File: src/rtl/cds_pkg.sv
package cds_pkg;

    localparam int PORT_W = 9;
    localparam int PKT_W  = 9;
    localparam int SEQ_W  = 5;
    localparam int HDR_W  = PORT_W + PKT_W + SEQ_W + PORT_W;

    typedef struct packed {
        logic [PORT_W-1:0] src;
        logic [PKT_W-1:0]  pkt;
        logic [SEQ_W-1:0]  seq;
        logic [PORT_W-1:0] dst;
    } cell_hdr_t;

    typedef enum logic {
        TURN_UC = 1'b0,
        TURN_MC = 1'b1
    } turn_e;

endpackage

File: src/rtl/cds_turn_ctrl.sv
module cds_turn_ctrl
    import cds_pkg::*;
#(
    parameter int RATIO_W = 4
) (
    input  logic [RATIO_W-1:0] ratio,
    input  logic [RATIO_W-1:0] cnt_q,
    input  logic               fab_ready,
    input  logic               uc_valid,
    input  logic               mc_valid,
    output logic               pick_uc,
    output logic               pick_mc,
    output logic [RATIO_W-1:0] cnt_d
);

    turn_e turn;
    logic  sending;

    always_comb begin
        turn    = (cnt_q >= ratio) ? TURN_MC : TURN_UC;
        pick_mc = fab_ready && mc_valid && ((turn == TURN_MC) || !uc_valid);
        pick_uc = fab_ready && uc_valid && !pick_mc;
        sending = pick_uc || pick_mc;
        cnt_d   = cnt_q;
        if (sending) begin
            if (turn == TURN_MC) begin
                cnt_d = '0;
            end else begin
                cnt_d = cnt_q + 1'b1;
            end
        end
    end

endmodule

File: src/rtl/cds_fanout_sel.sv
module cds_fanout_sel
    import cds_pkg::*;
#(
    parameter int GROUP_W  = 3,
    parameter int MAX_DEST = 4,
    parameter int IDX_W    = 2,
    parameter int CNT_W    = 3
) (
    input  logic [GROUP_W-1:0]                     group,
    input  logic [IDX_W-1:0]                       idx_q,
    input  logic [(2**GROUP_W)*MAX_DEST*PORT_W-1:0] tbl_dest,
    input  logic [(2**GROUP_W)*CNT_W-1:0]           tbl_cnt,
    input  logic                                   advance,
    output logic [PORT_W-1:0]                      dest,
    output logic                                   last,
    output logic [IDX_W-1:0]                       idx_d
);

    localparam int ROW_W = MAX_DEST * PORT_W;

    logic [ROW_W-1:0]  row;
    logic [PORT_W-1:0] row_ent [MAX_DEST];
    logic [CNT_W-1:0]  n_dest;
    logic [CNT_W:0]    idx_next_ext;
    logic [CNT_W:0]    n_ext;

    assign row    = tbl_dest[group*ROW_W +: ROW_W];
    assign n_dest = tbl_cnt[group*CNT_W +: CNT_W];

    for (genvar gi = 0; gi < MAX_DEST; gi++) begin : g_row_split
        assign row_ent[gi] = row[gi*PORT_W +: PORT_W];
    end

    always_comb begin
        dest = row_ent[0];
        for (int k = 0; k < MAX_DEST; k++) begin
            if (idx_q == IDX_W'(k)) begin
                dest = row_ent[k];
            end
        end
        idx_next_ext = {{(CNT_W + 1 - IDX_W){1'b0}}, idx_q} + (CNT_W + 1)'(1);
        n_ext        = {1'b0, n_dest};
        last         = (idx_next_ext >= n_ext);
        idx_d        = idx_q;
        if (advance) begin
            idx_d = last ? '0 : (idx_q + 1'b1);
        end
    end

endmodule

File: src/rtl/cell_dispatch_sched.sv
module cell_dispatch_sched
    import cds_pkg::*;
#(
    parameter int HANDLE_W = 10,
    parameter int GROUP_W  = 3,
    parameter int MAX_DEST = 4,
    parameter int RATIO_W  = 4,
    parameter int CNT_W    = $clog2(MAX_DEST + 1)
) (
    input  logic                                   clk,
    input  logic                                   rst_n,
    input  logic [PORT_W-1:0]                      src_port,
    input  logic [RATIO_W-1:0]                     cfg_uc_ratio,
    input  logic                                   fab_ready,
    input  logic                                   uc_valid,
    input  logic [PKT_W-1:0]                       uc_pkt_id,
    input  logic [SEQ_W-1:0]                       uc_seq,
    input  logic [PORT_W-1:0]                      uc_dest,
    input  logic [HANDLE_W-1:0]                    uc_handle,
    output logic                                   uc_pop,
    input  logic                                   mc_valid,
    input  logic [PKT_W-1:0]                       mc_pkt_id,
    input  logic [SEQ_W-1:0]                       mc_seq,
    input  logic [GROUP_W-1:0]                     mc_group,
    input  logic [HANDLE_W-1:0]                    mc_handle,
    output logic                                   mc_pop,
    input  logic [(2**GROUP_W)*MAX_DEST*PORT_W-1:0] mc_tbl_dest,
    input  logic [(2**GROUP_W)*CNT_W-1:0]           mc_tbl_cnt,
    output logic                                   out_valid,
    output logic [HDR_W-1:0]                       out_hdr,
    output logic [HANDLE_W-1:0]                    out_handle
);

    localparam int IDX_W = (MAX_DEST > 1) ? $clog2(MAX_DEST) : 1;

    typedef struct packed {
        logic                out_valid;
        cell_hdr_t           hdr;
        logic [HANDLE_W-1:0] handle;
        logic [RATIO_W-1:0]  cnt;
        logic [IDX_W-1:0]    idx;
    } state_t;

    state_t st_q, st_d;

    logic               pick_uc, pick_mc;
    logic [RATIO_W-1:0] cnt_nx;
    logic [PORT_W-1:0]  fan_dest;
    logic               fan_last;
    logic [IDX_W-1:0]   idx_nx;

    cds_turn_ctrl #(
        .RATIO_W (RATIO_W)
    ) u_turn (
        .ratio     (cfg_uc_ratio),
        .cnt_q     (st_q.cnt),
        .fab_ready (fab_ready),
        .uc_valid  (uc_valid),
        .mc_valid  (mc_valid),
        .pick_uc   (pick_uc),
        .pick_mc   (pick_mc),
        .cnt_d     (cnt_nx)
    );

    cds_fanout_sel #(
        .GROUP_W  (GROUP_W),
        .MAX_DEST (MAX_DEST),
        .IDX_W    (IDX_W),
        .CNT_W    (CNT_W)
    ) u_fanout (
        .group    (mc_group),
        .idx_q    (st_q.idx),
        .tbl_dest (mc_tbl_dest),
        .tbl_cnt  (mc_tbl_cnt),
        .advance  (pick_mc),
        .dest     (fan_dest),
        .last     (fan_last),
        .idx_d    (idx_nx)
    );

    always_comb begin
        st_d           = st_q;
        st_d.cnt       = cnt_nx;
        st_d.idx       = idx_nx;
        st_d.out_valid = pick_uc || pick_mc;
        if (pick_uc) begin
            st_d.hdr.src = src_port;
            st_d.hdr.pkt = uc_pkt_id;
            st_d.hdr.seq = uc_seq;
            st_d.hdr.dst = uc_dest;
            st_d.handle  = uc_handle;
        end else if (pick_mc) begin
            st_d.hdr.src = src_port;
            st_d.hdr.pkt = mc_pkt_id;
            st_d.hdr.seq = mc_seq;
            st_d.hdr.dst = fan_dest;
            st_d.handle  = mc_handle;
        end
    end

    always_ff @(posedge clk or negedge rst_n) begin
        if (!rst_n) begin
            st_q <= '0;
        end else begin
            st_q <= st_d;
        end
    end

    assign uc_pop     = pick_uc;
    assign mc_pop     = pick_mc && fan_last;
    assign out_valid  = st_q.out_valid;
    assign out_hdr    = st_q.hdr;
    assign out_handle = st_q.handle;

endmodule

File: config.mk
export PLATFORM = sky130hd
export DESIGN_NAME = cell_dispatch_sched
export DESIGN_NICKNAME = d
export VERILOG_FILES = /design/src/rtl/cds_pkg.sv /design/src/rtl/cds_turn_ctrl.sv /design/src/rtl/cds_fanout_sel.sv /design/src/rtl/cell_dispatch_sched.sv
export SDC_FILE = /design/constraint.sdc
export NUM_CORES = 1
export LEC_CHECK = 0
export BUFFER_PORTS_ARGS = -buffer_cell sky130_fd_sc_hd__buf_4
export CORE_AREA = 8 8 165 167
export CTS_CLUSTER_SIZE = 20
export DETAILED_ROUTE_END_ITERATION = 7
export DIE_AREA = 0 0 173 175
export RECOVER_POWER = 25
export SLEW_MARGIN = 5
export SYNTH_ARGS = -nofsm -noshare
export SYNTH_HDL_FRONTEND = slang
export SYNTH_SLANG_ARGS = --single-unit
File: constraint.sdc
create_clock -name clk -period 2.4 [get_ports clk]
set_input_delay 0.24 -clock clk [delete_from_list [all_inputs] [get_ports clk]]
set_output_delay 0.24 -clock clk [all_outputs]
set_load 0.01 [all_outputs]
Yosys cells after proc, flatten, opt, wreduce, memory -nomap -nowiden
Cells that the tools add are included.

word-level totals
  register bits = 49
  memories = 0
  bits in read-only memories = 0
  logic and storage cells = 38
  bits in latches = 0
  output and inout port bits = 45
  input bits = 390
  RAM bits = 0

operators by class
  bitwise gates (word level) = 0
  add/subtract/negate cells = 3
  reductions and logical operators = 10
  $lt $le $gt $ge = 2
  shifts and indexed selects = 2
  $mul = 2
  equal/unequal tests = 3
  muxes and demuxes = 8
  divide/modulo/power cells = 0

operators with widths
  operator             count
  $shiftx 288x10->36   1
  $mux 42              2
  $mux 9               3
  $shiftx 24x6->3      1
  $mul 3x4->7 const B  1
  $logic_and 1x1->1    5
  $mul 3x2->5 const B  1
  $add 4x1->4 const B  1
  $eq 2x2->1 const B   2
  $ge 4x3->1           1
  $ge 4x4->1           1
  $mux 4               1
  $add 2x1->3 const B  1
  $add 2x1->2 const B  1
  $eq 2x1->1 const B   1
  $logic_not 1->1      2
  $logic_or 1x1->1     2
  $mux 2               1
  $reduce_bool 2->1    1
  $mux 1               1

Longest topological paths before layout
Gate-level depths: netlist of the first run.

  word-level depth = 7
  gate-level depth with buffers = 10
  gate-level depth less buffers = 8

Cells and area by module
A second synthesis of the first run with hierarchy kept.

second synthesis, totals
  cells, all modules = 451
  area total of the unflattened synthesis = 5280.1 um^2

modules (own cells, without submodules)
  module               sequential area each (um^2)  instances  area each (um^2)  cells an instance
  cds_fanout_sel       0.0                          1          2618.8            207
  cell_dispatch_sched  1226.2                       1          2443.6            213
  cds_turn_ctrl        0.0                          1          217.7             31

Least setup slack after synthesis of the first run
Ideal clock, no wire load.

  kind = input-to-output
  start = input port mc_group[0]
  end = output port mc_pop
  data required time = 2.160 ns
  data arrival time = 2.141 ns
  buffers on the path = 2
  slack = 0.019 ns
  cell stages on the path = 9
  cell sequence = buf_6 buf_6 mux4_2 mux2_2 ha_1 nand2b_1 a21o_1 a21oi_1 nor2b_1

on the way
  longest elaborated chain between the ends = 4

RTL lines
  item                line                        text
  start: declaration  cell_dispatch_sched.sv:24   input logic [GROUP_W-1:0] mc_group,
  $mul 3x2->5         cds_fanout_sel.sv:28        assign n_dest = tbl_cnt[group*CNT_W +: CNT_W];
  $shiftx 24x6->3     cds_fanout_sel.sv:28
  $ge 4x3->1          cds_fanout_sel.sv:43        last = (idx_next_ext >= n_ext);
  $logic_and 1x1->1   cell_dispatch_sched.sv:110  assign mc_pop = pick_mc && fan_last;
  end: declaration    cell_dispatch_sched.sv:26   output logic mc_pop,

No other way between the ends.

Worst setup path after layout of the first run
Same ends and word-level chain as after synthesis.

==> results of run 1 <==
synthesized netlist by cell type (12+ instances only):
cell type | number | share of area, %
buf_4 | 47 | 6.6
a21oi_1 | 13 | 1.2
buf_6 | 12 | 2.5
mux4_2 | 33 | 14
mux2_2 | 47 | 9.9
nand3_1 | 21 | 2.0
dfrtp_1 | 49 | 23
inv_1 | 37 | 2.6
mux2i_1 | 21 | 3.9
o22ai_1 | 19 | 2.2
a222oi_1 | 19 | 3.5
clkbuf_1 | 15 | 1.0
nand2_1 | 42 | 2.9
final cells by class:
cell class | instances | area, um2
timing repair buffer | 459 | 3510
clock inverter | 1 | 30.0
fill | 2541 | 15800
antenna | 3 | 7.51
multi-input combinational | 356 | 3420
tap | 330 | 413
clock buffer | 7 | 143
sequential | 49 | 1230
inverter | 39 | 146
repair_timing:
item	in CTS	in global routing
gates resized for setup	1	1
hold buffers	0	0
setup endpoints to repair	1	1
setup buffers	0	0
cloned	0	0
sequential cells by signal (all words and copies together), names as in the netlist:
name        flops
out_handle     10
st_q            6
out_hdr        32
out_valid       1
per-layer routing:
metal  wire length [um]  track usage, %  vias up
met2              14400            30.8      291
met1              10900            20.5     2806
met3               2030            4.21       17
met5                  0               0        -
met4                332            3.52        0
li1                   -               -     2785
critical path, stage by stage:
cell and delay, ns:
buf_6 0.13, mux4_2 0.50, mux2_2 0.28, ha_1 0.26, nand2b_1 0.14, a21o_1 0.19
a21oi_2 0.15, nor2b_1 0.06, buf_4 0.14
report_power, final:
part	total, mW	switching [mW]	internal, mW
clock	0.832	0.311	0.521
combinational	2.51	1.16	1.35
sequential	1.22	0.158	1.06
metrics by stage:
step                util, %  std cells  TNS [ns]
finish                 36.1       1244         0
global route           36.1       1244         0
CTS                    36.0       1241         0
detailed placement     35.3       1233   -0.0183
global placement       35.3       1233   -0.0134
floorplan                 -        529         0
path summary, 6_finish.rpt:
check / startpoint / slack (ns) / end / cells after the start
setup reg to reg: st_q[0] / 0.26 / out_hdr[3] / 8
setup / recovery: mc_group[0] / 0.07 / mc_pop / 9
hold reg to reg: out_hdr[24] / 0.48 / out_hdr[24] / 2
max in group asynchronous: rst_n / 1.41 / out_hdr[8] / 1
hold / removal: src_port[2] / 0.14 / out_hdr[25] / 3
min in group asynchronous: rst_n / 0.23 / out_hdr[16] / 1
cell families after synthesis:
kind of cell / Yosys count
flops: 49
fa+ha+maj: 11
simple gates: 107
mux: 118
compound gates: 120
buf+inv: 124
==> impl_results.rst, run 1 <==
.. list-table::
   :header-rows: 1

   * - Metric
     - Value
   * - VDD IR-drop max
     - between 0.3 and 0.4 mV
   * - Leading cell types in the layout, fill and taps excluded
     - buf_4 (452), dfrtp_1 (49), mux2_2 (47), nand2_1 (42), inv_1 (37)
   * - Antenna violations before repair
     - 3
   * - FF+latch count, synth
     - 49
   * - Die footprint
     - 0.0303 mm2
   * - Place WS
     - -0.0183 ns
   * - CTS tree
     - built
   * - Pin count of the biggest net entering global routing
     - 64
   * - Area Overhead vs Synth
     - 65.9%
   * - Drt drc
     - 0
   * - XOR/XNOR share of the synthesized area
     - 0%
   * - Prevailing post-synth register cell
     - dfrtp_1
   * - Routed len/inst
     - 22.2 um
   * - Fraction of synthesis flops using an asynchronous set or reset pin
     - 100%
   * - Post-DRT Antenna Nets
     - 0
   * - Synthesized-area fraction occupied by ao, oa, aoi and oai cells
     - 17.3%
   * - Max-slew violation count
     - 0
   * - First-pass GRT wire length
     - 39900 um
   * - RSZ-0062 raised after global routing
     - no
   * - Worst-path fanout max
     - 4
   * - Routability congestion estimate from global placement
     - 0.796
   * - Most common library cell in the layout ignoring fill and taps
     - buf_4
   * - Worst slew slack as a fraction of its limit
     - ~15%
   * - Non-Filler Cell Area, Final
     - 0.00890 mm2
   * - Class of the worst hold path
     - input pin to flop
   * - Max-capacitance violation count
     - 0
   * - Count of flip-flops with a built-in enable after synthesis
     - 0
   * - Leakage power of the design
     - 4.36 nW
   * - Syn Inst Count
     - 529
   * - Distinct cell type count of the synthesized netlist
     - 43
   * - Chip Height
     - 175 um
   * - Number of ports placed on the die boundary
     - 435
   * - Total congestion overflow after global routing
     - 0
   * - Mapped cell area
     - approximately 0.0054 mm2
   * - Clock slew at the register clock pins of the worst setup and hold paths
     - about 0.07 ns
   * - Final clock skew
     - 0.00640 ns
   * - Critical Path AT
     - 2.09 ns
   * - Number of hold violations in the final report
     - 0
   * - Maximum clock insertion buffer count
     - 2
   * - Adder-cell share of the synthesized area
     - between 2 and 3%
   * - Time the final worst path needs with I/O delays and setup
     - 2.33 ns
   * - Cell chosen for the clock root
     - clkbuf_16
   * - Synthesized-area fraction occupied by and/or/nand/nor cells
     - about a tenth
   * - Slack of the critical path
     - 0.0679 ns
   * - Outcome
     - finished, final reports clean
   * - Total cell area at the placement stage
     - 0.00871 mm2
   * - Starting Density
     - 21.7%
   * - Slew of the pin with the lowest slew margin
     - 1.28 ns
   * - Total track usage
     - 17.2%
   * - H-tree depth reported by CTS
     - 2
   * - Number of global-route vias before repair
     - around 6500
   * - Count of warnings emitted by yosys
     - 0
   * - DR iter-0 viols
     - around 350
   * - Worst endpoint required time
     - 2.16 ns
   * - FMAX
     - 0.429 GHz
   * - Share of cell area taken by muxes after synthesis
     - 33.7%
   * - Net count, final
     - around 1300
   * - Power per Cell Area
     - just over 500 mW/mm2
   * - Worst-skew pair later-pin latency
     - between 0.2 and 0.3 ns
   * - Overall via count from detail_route
     - 5899
   * - Fin Hold WS
     - 0.137 ns
   * - Half-perimeter wire length after placement
     - 24100 um
   * - Crit path capture type
     - primary output
   * - Width of the chip
     - 173 um
   * - Core Region
     - approximately 0.025 mm2
   * - Crit Path Class
     - input pin to primary output
   * - Total power
     - 4.56 mW
   * - Startpoint Class
     - input pin
   * - Final setup violation count
     - 0
   * - Mapped Nets
     - 930
   * - Final worst-path cycle share
     - 97.2%
   * - Number of buffers created by CTS
     - 5
   * - Sum of routed wire length over all layers
     - 27700 um
   * - Standard-cell rows
     - 58
   * - Drt via density
     - 4.74
   * - Dominant combinational cell family by area after synthesis
     - multiplexers
   * - Buffers on Ports
     - 434
   * - Number of clock sinks
     - between 40 and 50
   * - Fraction of final layout cells with drive strength greater than 1
     - 60.6%
   * - Seq/Total Area, Yosys
     - 22.9%
   * - Length of the first detailed-routing pass in iterations
     - 7
   * - Average footprint of a synthesized cell
     - 10.1 um2
No activity file was read; power rests on OpenSTA's default activity.
==> inputs of run 2 (changes only) <==
--- a/config.mk
+++ b/config.mk
@@ -6,10 +6,12 @@
 export NUM_CORES = 1
 export LEC_CHECK = 0
 export BUFFER_PORTS_ARGS = -buffer_cell sky130_fd_sc_hd__buf_4
+export CAP_MARGIN = 30
 export CORE_AREA = 8 8 165 167
 export CTS_CLUSTER_SIZE = 20
 export DETAILED_ROUTE_END_ITERATION = 7
 export DIE_AREA = 0 0 173 175
+export GPL_TIMING_DRIVEN = 0
 export RECOVER_POWER = 25
 export SLEW_MARGIN = 5
 export SYNTH_ARGS = -nofsm -noshare
==> impl_results.rst, run 2 (synthesis results as in run 1) <==
.. list-table::
   :header-rows: 1

   * - Metric
     - Value
   * - Net count, final
     - roughly 1400
   * - Routability congestion estimate from global placement
     - 0.906
   * - Number of global-route vias before repair
     - 6790
   * - Starting Density
     - between 20 and 25%
   * - Max-slew violation count
     - 0
   * - Sum of routed wire length over all layers
     - 29300 um
   * - Final clock skew
     - 0.00731 ns
   * - Worst-path fanout max
     - 9
   * - Pin count of the biggest net entering global routing
     - 50
   * - Core Region
     - 0.0247 mm2
   * - Slack of the critical path
     - ~0.062 ns
   * - Leakage power of the design
     - between 4 and 5 nW
   * - Overall via count from detail_route
     - 6156
   * - Number of hold violations in the final report
     - 0
   * - FMAX
     - 0.428 GHz
   * - Place WS
     - -0.507 ns
   * - Largest register FFs
     - 32
   * - Time the final worst path needs with I/O delays and setup
     - 2.34 ns
   * - Worst endpoint required time
     - ~2.2 ns
   * - Maximum clock insertion buffer count
     - 2
   * - Drt via density
     - 4.72
   * - Class of the worst hold path
     - input pin to flop
   * - Number of inserted filler cells in the final layout
     - roughly 2600
   * - VDD IR-drop max
     - about 0.33 mV
   * - Crit Path Class
     - input pin to primary output
   * - Number of ports placed on the die boundary
     - 435
   * - Fraction of final layout cells with drive strength greater than 1
     - 62.3%
   * - RSZ-0062 raised after global routing
     - no
   * - Chip Height
     - 175 um
   * - Highest-delay cell along the critical path
     - mux4_2
   * - Non-Filler Cell Area, Final
     - between 0.009 and 0.01 mm2
   * - DR iter-0 viols
     - 473
   * - Worst reg2reg path startpoint
     - st_q[0]
   * - Max stage delay on crit path
     - 0.50 ns
   * - Standard-cell rows
     - 58
   * - Drt drc
     - 0
   * - Length of the first detailed-routing pass in iterations
     - 5
   * - Routed len/inst
     - ~23 um
   * - Leading cell types in the layout, fill and taps excluded
     - buf_4 (481), dfrtp_1 (49), mux2_2 (46), nand2_1 (42), inv_1 (37)
   * - Slew of the pin with the lowest slew margin
     - 1.29 ns
   * - Area Overhead vs Synth
     - 73.3%
   * - Fin Hold WS
     - 0.135 ns
   * - Outcome
     - finished, final reports clean
   * - Total cell area at the placement stage
     - ~0.009 mm2
   * - Max-capacitance violation count
     - 0
   * - First-pass GRT wire length
     - 42400 um
   * - Chain of cells forming the critical path
     - buf_8 -> mux4_2 -> mux2_4 -> ha_4 -> nand2b_4 -> a21o_1 -> a21oi_4 -> nor2b_4 -> buf_4
   * - Crit path capture type
     - primary output
   * - Worst slew slack as a fraction of its limit
     - approximately 14%
   * - Cell chosen for the clock root
     - clkbuf_16
   * - CTS tree
     - built
   * - Most common library cell in the layout ignoring fill and taps
     - buf_4
   * - Power per Cell Area
     - 520 mW/mm2
   * - Critical Path AT
     - 2.10 ns
   * - Number of clock sinks
     - 49
   * - Kind of cell adding the most delay to the critical path
     - multiplexers
   * - Buffers on Ports
     - 433
   * - Final setup violation count
     - 0
   * - Post-DRT Antenna Nets
     - 0
   * - Worst-skew pair later-pin latency
     - 0.29 ns
   * - Startpoint Class
     - input pin
   * - Critical Path Start
     - mc_group[0]
   * - Clock slew at the register clock pins of the worst setup and hold paths
     - ~0.070 ns
   * - Final worst-path cycle share
     - ~97%
   * - Number of buffers created by CTS
     - 5
   * - Number of buffer and inverter stages on the critical path
     - 2
   * - Width of the chip
     - ~170 um
   * - Hold path startpoint
     - src_port[3]
   * - Total congestion overflow after global routing
     - 0
   * - Half-perimeter wire length after placement
     - 25700 um
   * - Total track usage
     - 18.2%
   * - Antenna violations before repair
     - 2
   * - Die footprint
     - 0.0303 mm2
   * - H-tree depth reported by CTS
     - 2
## run 2: cell types whose count changed in the layout (fill, tap and decap cells not counted), moves of 2 or more
cell and delta:
buf_8 +2, o31ai_1 -5, clkbuf_1 +12, buf_4 +29, o31ai_2 +5, buf_12 -5
buf_2 +7, buf_6 +10, clkbuf_2 +2
## run 2: worst paths after layout
| path | endpoint | slack [ns] | depth (start not counted) |
|---|---|---|---|
| hold / removal | out_hdr[26] | 0.14 | 3 |
| setup / recovery | mc_pop | 0.06 | 9 |
| min in group asynchronous | out_handle[7] | 0.78 | 2 |
| setup reg to reg | out_hdr[4] | 0.17 | 7 |
| hold reg to reg | out_hdr[23] | 0.48 | 2 |
| max in group asynchronous | out_hdr[24] | 0.85 | 2 |
## run 2: power breakdown
group / leakage (nW) / switching, mW / internal, mW / total (mW)
combinational: 3.91 / 1.29 / 1.60 / 2.89
clock: 0.0702 / 0.328 / 0.389 / 0.717
sequential: 0.601 / 0.162 / 1.06 / 1.22
total: 4.58 / 1.78 / 3.05 / 4.83
## run 2: metrics by stage
step / util, % / total power [mW] / setup TNS, ns / cells
2_1_floorplan: - / 2.70 / 0 / 529
3_3_place_gp: 36.6 / 3.99 / -3.50 / 1292
3_5_place_dp: 36.6 / 4.02 / -3.35 / 1293
4_1_cts: 37.6 / 4.86 / 0 / 1301
5_1_grt: 37.7 / 5.17 / 0 / 1303
6_report: 37.7 / 4.83 / 0 / 1303
## run 2: worst min-delay path: cells and delay by family
family | cells | cell delay [ns]
buf+inv | 1 | 0.08
simple gates | 2 | 0.08
## run 2: timing repair
item,in CTS,in global routing
endpoints found under the hold margin,7,0
pin swaps,3,3
endpoints found under the setup margin,12,12
resized for setup,21,9
buffers inserted,3,1
hold buffers,1,0
## run 2: area by class of cell
cell class / count / area (um2) / area share (%)
multi-input cells: 356 / 3480 / 37.5
repair buffers: 439 / 3300 / 35.5
flip-flops and latches: 49 / 1230 / 13.2
plain buffers: 80 / 574 / 6.18
well taps: 330 / 413 / 4.44
inverters: 39 / 146 / 1.57
clock buffers: 5 / 125 / 1.35
clock inverters: 3 / 21.3 / 0.229
diodes: 2 / 5.00 / 0.0538
## run 2: layer usage
metal / vias up / global-route usage [%] / wire length [um]
met1: 2936 / 21.4 / 11600
met3: 15 / 5.29 / 2290
li1: 2916 / - / -
met2: 289 / 32.9 / 15300
met4: 0 / 2.73 / 195
met5: - / 0 / 0
